<file path="src/rtl/card_pwr_pkg.sv">
package card_pwr_pkg;

  localparam int MODE_LSB    = 0;
  localparam int VSW_REQ_BIT = 2;
  localparam int VSW_EN_BIT  = 3;
  localparam int DIRPOL_BIT  = 4;
  localparam int CTRL_BITS   = 5;

  typedef enum logic [1:0] {
    PM_OFF   = 2'b00,
    PM_RSVD  = 2'b01,
    PM_CYCLE = 2'b10,
    PM_ON    = 2'b11
  } pwr_mode_e;

  typedef enum logic [1:0] {
    DRV_HIZ  = 2'b00,
    DRV_LOW  = 2'b01,
    DRV_HIGH = 2'b10,
    DRV_FUNC = 2'b11
  } drive_e;

  // Pads stay floating until the first write; reserved mode behaves as off.
  function automatic drive_e mode_to_drive(input logic live, input logic [1:0] mode);
    drive_e d;
    if (!live) d = DRV_HIZ;
    else begin
      case (mode)
        PM_CYCLE: d = DRV_LOW;
        PM_ON:    d = DRV_FUNC;
        default:  d = DRV_HIGH;
      endcase
    end
    return d;
  endfunction

endpackage

</file>
<file path="src/rtl/card_pwr_regs.sv">
module card_pwr_regs
  import card_pwr_pkg::*;
#(
  parameter int REG_W = 8
) (
  input  logic                 clk,
  input  logic                 rst,
  input  logic                 wr_en,
  input  logic [REG_W-1:0]     wdata,
  output logic [CTRL_BITS-1:0] ctrl_q,
  output logic [CTRL_BITS-1:0] ctrl_d,
  output logic                 live_q,
  output logic                 live_d
);

  assign ctrl_d = wr_en ? wdata[CTRL_BITS-1:0] : ctrl_q;
  assign live_d = live_q | wr_en;

  always_ff @(posedge clk) begin
    if (rst) begin
      ctrl_q <= '0;
      live_q <= 1'b0;
    end else begin
      ctrl_q <= ctrl_d;
      live_q <= live_d;
    end
  end

endmodule

</file>
<file path="src/rtl/card_pwr_holdoff.sv">
module card_pwr_holdoff #(
  parameter int HOLDOFF_CYCLES = 74
) (
  input  logic clk,
  input  logic rst,
  input  logic on_q,
  input  logic on_d,
  input  logic tick,
  output logic enable
);

  localparam int CW = $clog2(HOLDOFF_CYCLES + 1);
  localparam logic [CW-1:0] LAST = CW'(HOLDOFF_CYCLES - 1);

  logic [CW-1:0] cnt;

  always_ff @(posedge clk) begin
    if (rst || !on_d) begin
      cnt    <= '0;
      enable <= 1'b0;
    end else if (on_q && tick && !enable) begin
      cnt <= cnt + 1'b1;
      if (cnt == LAST) enable <= 1'b1;
    end
  end

endmodule

</file>
<file path="src/rtl/card_pwr_pads.sv">
module card_pwr_pads
  import card_pwr_pkg::*;
#(
  parameter int NUM_LINES = 10
) (
  input  logic                 clk,
  input  logic                 rst,
  input  drive_e               drv_d,
  output logic [NUM_LINES-1:0] oe,
  output logic [NUM_LINES-1:0] force_en,
  output logic [NUM_LINES-1:0] level
);

  for (genvar i = 0; i < NUM_LINES; i++) begin : g_line
    always_ff @(posedge clk) begin
      if (rst) begin
        oe[i]       <= 1'b0;
        force_en[i] <= 1'b0;
        level[i]    <= 1'b0;
      end else begin
        oe[i]       <= (drv_d != DRV_HIZ);
        force_en[i] <= (drv_d == DRV_LOW) || (drv_d == DRV_HIGH);
        level[i]    <= (drv_d == DRV_HIGH);
      end
    end
  end

endmodule

</file>
<file path="src/rtl/card_pwr_seq.sv">
module card_pwr_seq
  import card_pwr_pkg::*;
#(
  parameter int REG_W          = 8,
  parameter int NUM_DATA       = 8,
  parameter int HOLDOFF_CYCLES = 74
) (
  input  logic                  clk,
  input  logic                  rst,
  input  logic                  wr_en,
  input  logic [REG_W-1:0]      wdata,
  input  logic                  card_tick,
  output logic [REG_W-1:0]      rdata,
  output logic [NUM_DATA+1:0]   line_oe,
  output logic [NUM_DATA+1:0]   line_force,
  output logic [NUM_DATA+1:0]   line_level,
  output logic                  host_en,
  output logic                  vsw_req,
  output logic                  vsw_en,
  output logic                  dir_pol
);

  localparam int NUM_LINES = NUM_DATA + 2;

  logic [CTRL_BITS-1:0] ctrl_q, ctrl_d;
  logic                 live_q, live_d;
  logic                 on_q, on_d;
  drive_e               drv_d;

  card_pwr_regs #(.REG_W(REG_W)) u_regs (
    .clk    (clk),
    .rst    (rst),
    .wr_en  (wr_en),
    .wdata  (wdata),
    .ctrl_q (ctrl_q),
    .ctrl_d (ctrl_d),
    .live_q (live_q),
    .live_d (live_d)
  );

  assign on_q  = live_q && (ctrl_q[MODE_LSB+:2] == PM_ON);
  assign on_d  = live_d && (ctrl_d[MODE_LSB+:2] == PM_ON);
  assign drv_d = mode_to_drive(live_d, ctrl_d[MODE_LSB+:2]);

  card_pwr_holdoff #(.HOLDOFF_CYCLES(HOLDOFF_CYCLES)) u_hold (
    .clk    (clk),
    .rst    (rst),
    .on_q   (on_q),
    .on_d   (on_d),
    .tick   (card_tick),
    .enable (host_en)
  );

  card_pwr_pads #(.NUM_LINES(NUM_LINES)) u_pads (
    .clk      (clk),
    .rst      (rst),
    .drv_d    (drv_d),
    .oe       (line_oe),
    .force_en (line_force),
    .level    (line_level)
  );

  assign rdata   = REG_W'(ctrl_q);
  assign vsw_req = ctrl_q[VSW_REQ_BIT];
  assign vsw_en  = ctrl_q[VSW_EN_BIT];
  assign dir_pol = ctrl_q[DIRPOL_BIT];

endmodule

</file>
<file path="config.mk">
export PLATFORM = sky130hd
export DESIGN_NAME = card_pwr_seq
export DESIGN_NICKNAME = d
export VERILOG_FILES = /design/src/rtl/card_pwr_pkg.sv /design/src/rtl/card_pwr_regs.sv /design/src/rtl/card_pwr_holdoff.sv /design/src/rtl/card_pwr_pads.sv /design/src/rtl/card_pwr_seq.sv
export SDC_FILE = /design/constraint.sdc
export NUM_CORES = 1
export LEC_CHECK = 0
export ABC_AREA = 1
export BUFFER_PORTS_ARGS = -buffer_cell sky130_fd_sc_hd__buf_4
export CAP_MARGIN = 15
export CORE_ASPECT_RATIO = 0.75
export CORE_MARGIN = 5
export CORE_UTILIZATION = 45
export CTS_BUF_LIST = sky130_fd_sc_hd__clkbuf_16
export DETAILED_ROUTE_END_ITERATION = 7
export PLACE_DENSITY = 0.79
export SLEW_MARGIN = 20
export SYNTH_ARGS = -nofsm -noshare
export SYNTH_HDL_FRONTEND = slang
export SYNTH_SLANG_ARGS = --single-unit
</file>
<file path="constraint.sdc">
create_clock -name clk -period 1.3 [get_ports clk]
set_clock_uncertainty 0.15 [all_clocks]
set_input_delay 0.065 -clock clk [delete_from_list [all_inputs] [get_ports clk]]
set_output_delay 0.065 -clock clk [all_outputs]
set_load 0.005 [all_outputs]
</file>
==> results by group <==
Status
  • Result of the run: finished, violations left
  • Failing checks: negative hold slack

Yosys
  • Number of register bits inferred by synthesis: 17
  • Number of library cell types mapped by synthesis: 17
  • Gate count after technology mapping: 145
  • Total standard cell area after synthesis: 1070 sq um
  • Sequential share of the synthesized area: 0.319
  • Count of warnings emitted by yosys: 0
  • Avg Synthesized Cell Area: 7.35 sq um

Worst setup path
  • Type of origin of the critical path: flip-flop
  • Largest stage delay, worst path: 350 ps
  • Crit-path cells: nand2_2 > nand2_4 > nand2_2 > nand2_2 > inv_1 > ha_1 > inv_1 > nor2_1
  • Crit path top cell by count: sky130_fd_sc_hd__nand2_2
  • WS Path Type: flip-flop to flip-flop
  • Critical path arrival: 1230 ps
  • Buf+Inv Stages, Crit Path: 2
  • Req. time, crit path: 1280 ps
  • Worst setup EP type: flip-flop
  • Cell type of the slowest stage on the worst timing path: sky130_fd_sc_hd__dfxtp_2
  • Crit-path leading delay family: flip-flops
  • Largest fanout on the critical path: 3

Layout
  • Finished Core Util: 0.613
  • Net count reported at finish: 188
  • Ratio of cells with drive above 1 in the final layout: 0.433
  • Final design instance area without fill: 1400 sq um
  • Antenna cell count: 0
  • Area delta synth->final: 31.7%

Clocking
  • Setup bufs post-CTS: 0
  • Clock latency reported for the late side of the worst-skew pair: 250 ps
  • Sinks on the clock net: 17
  • Clock tree root buffer cell: sky130_fd_sc_hd__clkbuf_16
  • Maximum level of the CTS H-tree: 1
  • Clock tree from TritonCTS: built
  • Clock slew at the register clock pins of the worst setup and hold paths: 50 ps
  • Deepest clock path buffer count: 2
  • Inserted Clock Buffers: 3

STA
  • Final critical delay including setup and external delays: 1250 ps
  • Fmax: 800 MHz
  • Fin crit share: 0.961
  • Post-Route Setup TNS: 0 ps
  • Max-slew violation count: 0
  • Count of endpoints failing setup in the final report: 0
  • Final Hold Fails: 4
  • Minimum hold slack: -45.7 ps

Global routing
  • Vias in the first global route: 780
  • GRT overflow: 0
  • Largest net degree at the start of global routing: 14
  • Number of antenna violations at the first check in global routing: 0
  • Global-route wire length before repair: 3.33 mm
  • GR Util All Layers: 0.127

Route
  • Detailed-route wire length per cell: 10.9 microns
  • Vias per cell: 4.33
  • Number of DRC violations after detailed-routing iteration 0: 19
  • Overall via count from detail_route: 888
  • Initial DRT Pass Iterations: 4
  • Number of DRC violations after detailed routing: 0
  • Residual antenna-violating net count after detailed routing: 0
  • Routed Wire Length: 2.23 mm

Min path
  • Worst hold-check path type: primary input to flip-flop

Die
  • Horizontal extent of the die: 66.2 microns
  • Core area: 2290 sq um
  • Die ar.: 3450 sq um
  • Die H: 52.2 microns
  • IO Count: 54
  • Row cnt: 15
  • Initial core utilization: 0.466

Placement
  • Final weighted congestion of routability-driven global placement: 0.763
  • Post-DP HPWL: 1.68 mm
  • Number of buffer cells added on primary ports: 47
  • Area after DPL: 1230 sq um

Power
  • Largest voltage drop on the vdd net: 0.000726 V
  • Lkg Pwr: 0.000709 uW
  • Cell area power density: 1060 nW/um^2

Job
  • Reported max-cap violation count: 0
==> cells in the final DEF, fill, tap and decap left out, drive strengths merged <==
| master | count |
|---|---|
| a21oi | 6 |
| conb | 3 |
| nand3 | 10 |
| clkbuf | 3 |
| xor2 | 1 |
| dlygate4sd3 | 5 |
| dfxtp | 17 |
| buf | 49 |
| nand2 | 25 |
| inv | 19 |
| o21ai | 5 |
| nor2 | 24 |
| ha | 4 |
==> registers in the layout (all words and copies together), names as in the netlist <==
signal           flops
u_hold.cnt           7
u_hold.enable        1
u_pads.force_en      1
u_pads.level         1
u_pads.oe            1
u_regs.ctrl_q        5
u_regs.live_q        1
==> cells in the mapped netlist, drive strengths merged <==
cell type | count | area share
xor2 | 1 | 0.0082
buf | 34 | 0.24
nand2 | 25 | 0.11
dfxtp | 17 | 0.32
a21oi | 6 | 0.028
inv | 18 | 0.063
conb | 1 | 0.0035
nand3 | 10 | 0.059
o21ai | 5 | 0.023
nor2 | 24 | 0.10
ha | 4 | 0.047
==> tightest hold or removal path, delay by kind of cell <==
family	cells	cell delay, ps
buffers and inverters	1	120
AND/OR/NAND/NOR	2	130
==> metrics by stage <==
stage	setup slack [ps]	power [uW]	std cells
after CTS	20.6	1480	205
after global routing	-53.6	1560	205
after floorplan	77.7	787	147
final	50.1	1480	205
after detailed placement	11.3	862	196
after global placement	57.0	855	196
==> worst paths after layout <==
path	endpoint	start	cells past startpoint	slack, ps
max reg2reg	u_pads.level[9]	u_regs.ctrl_q[1]	8	50
min	u_regs.live_q	wr_en	3	-50
max	u_pads.level[9]	u_regs.ctrl_q[1]	8	50
min reg2reg	u_hold.enable	u_hold.enable	2	360
==> kinds of logic after synthesis <==
| kind of cell | after synthesis | share of synthesized area |
|---|---|---|
| compound gates | 11 | 0.0516 |
| simple gates | 59 | 0.268 |
| buf+inv | 52 | 0.303 |
| flops | 17 | 0.319 |
| other cells | 1 | 0.00352 |
| fa+ha+maj | 4 | 0.0470 |
| xor+xnor | 1 | 0.00822 |
==> routing by layer <==
layer / wire, microns / GRT usage
met2: 1080 / 0.232
met3: 242 / 0.0540
met1: 881 / 0.133
met4: 24 / 0.0304
met5: 0 / 0
==> power breakdown <==
group          switching [uW]  leakage, uW  internal [uW]
registers                30.5     0.000141            545
logic                     124     0.000525            175
clock network             200    0.0000423            408
total                     354     0.000709           1130
==> repair_timing <==
item                       in CTS  in global routing
setup endpoints to repair       1                 10
hold buffers                    5                  0
resized for setup               1                 14
pin swaps                       0                  2
hold endpoints to repair        8                  0
==> area by class of cell <==
| type | instances | area, sq um |
|---|---|---|
| Clock buffer | 3 | 75.1 |
| Tap cell | 34 | 42.5 |
| Fill cell | 198 | 886 |
| Multi-Input combinational cell | 78 | 448 |
| Timing Repair Buffer | 54 | 422 |
| Sequential cell | 17 | 345 |
| Clock inverter | 1 | 3.75 |
| Inverter | 18 | 67.6 |
Note: power is estimated with default switching activity, not from simulation.
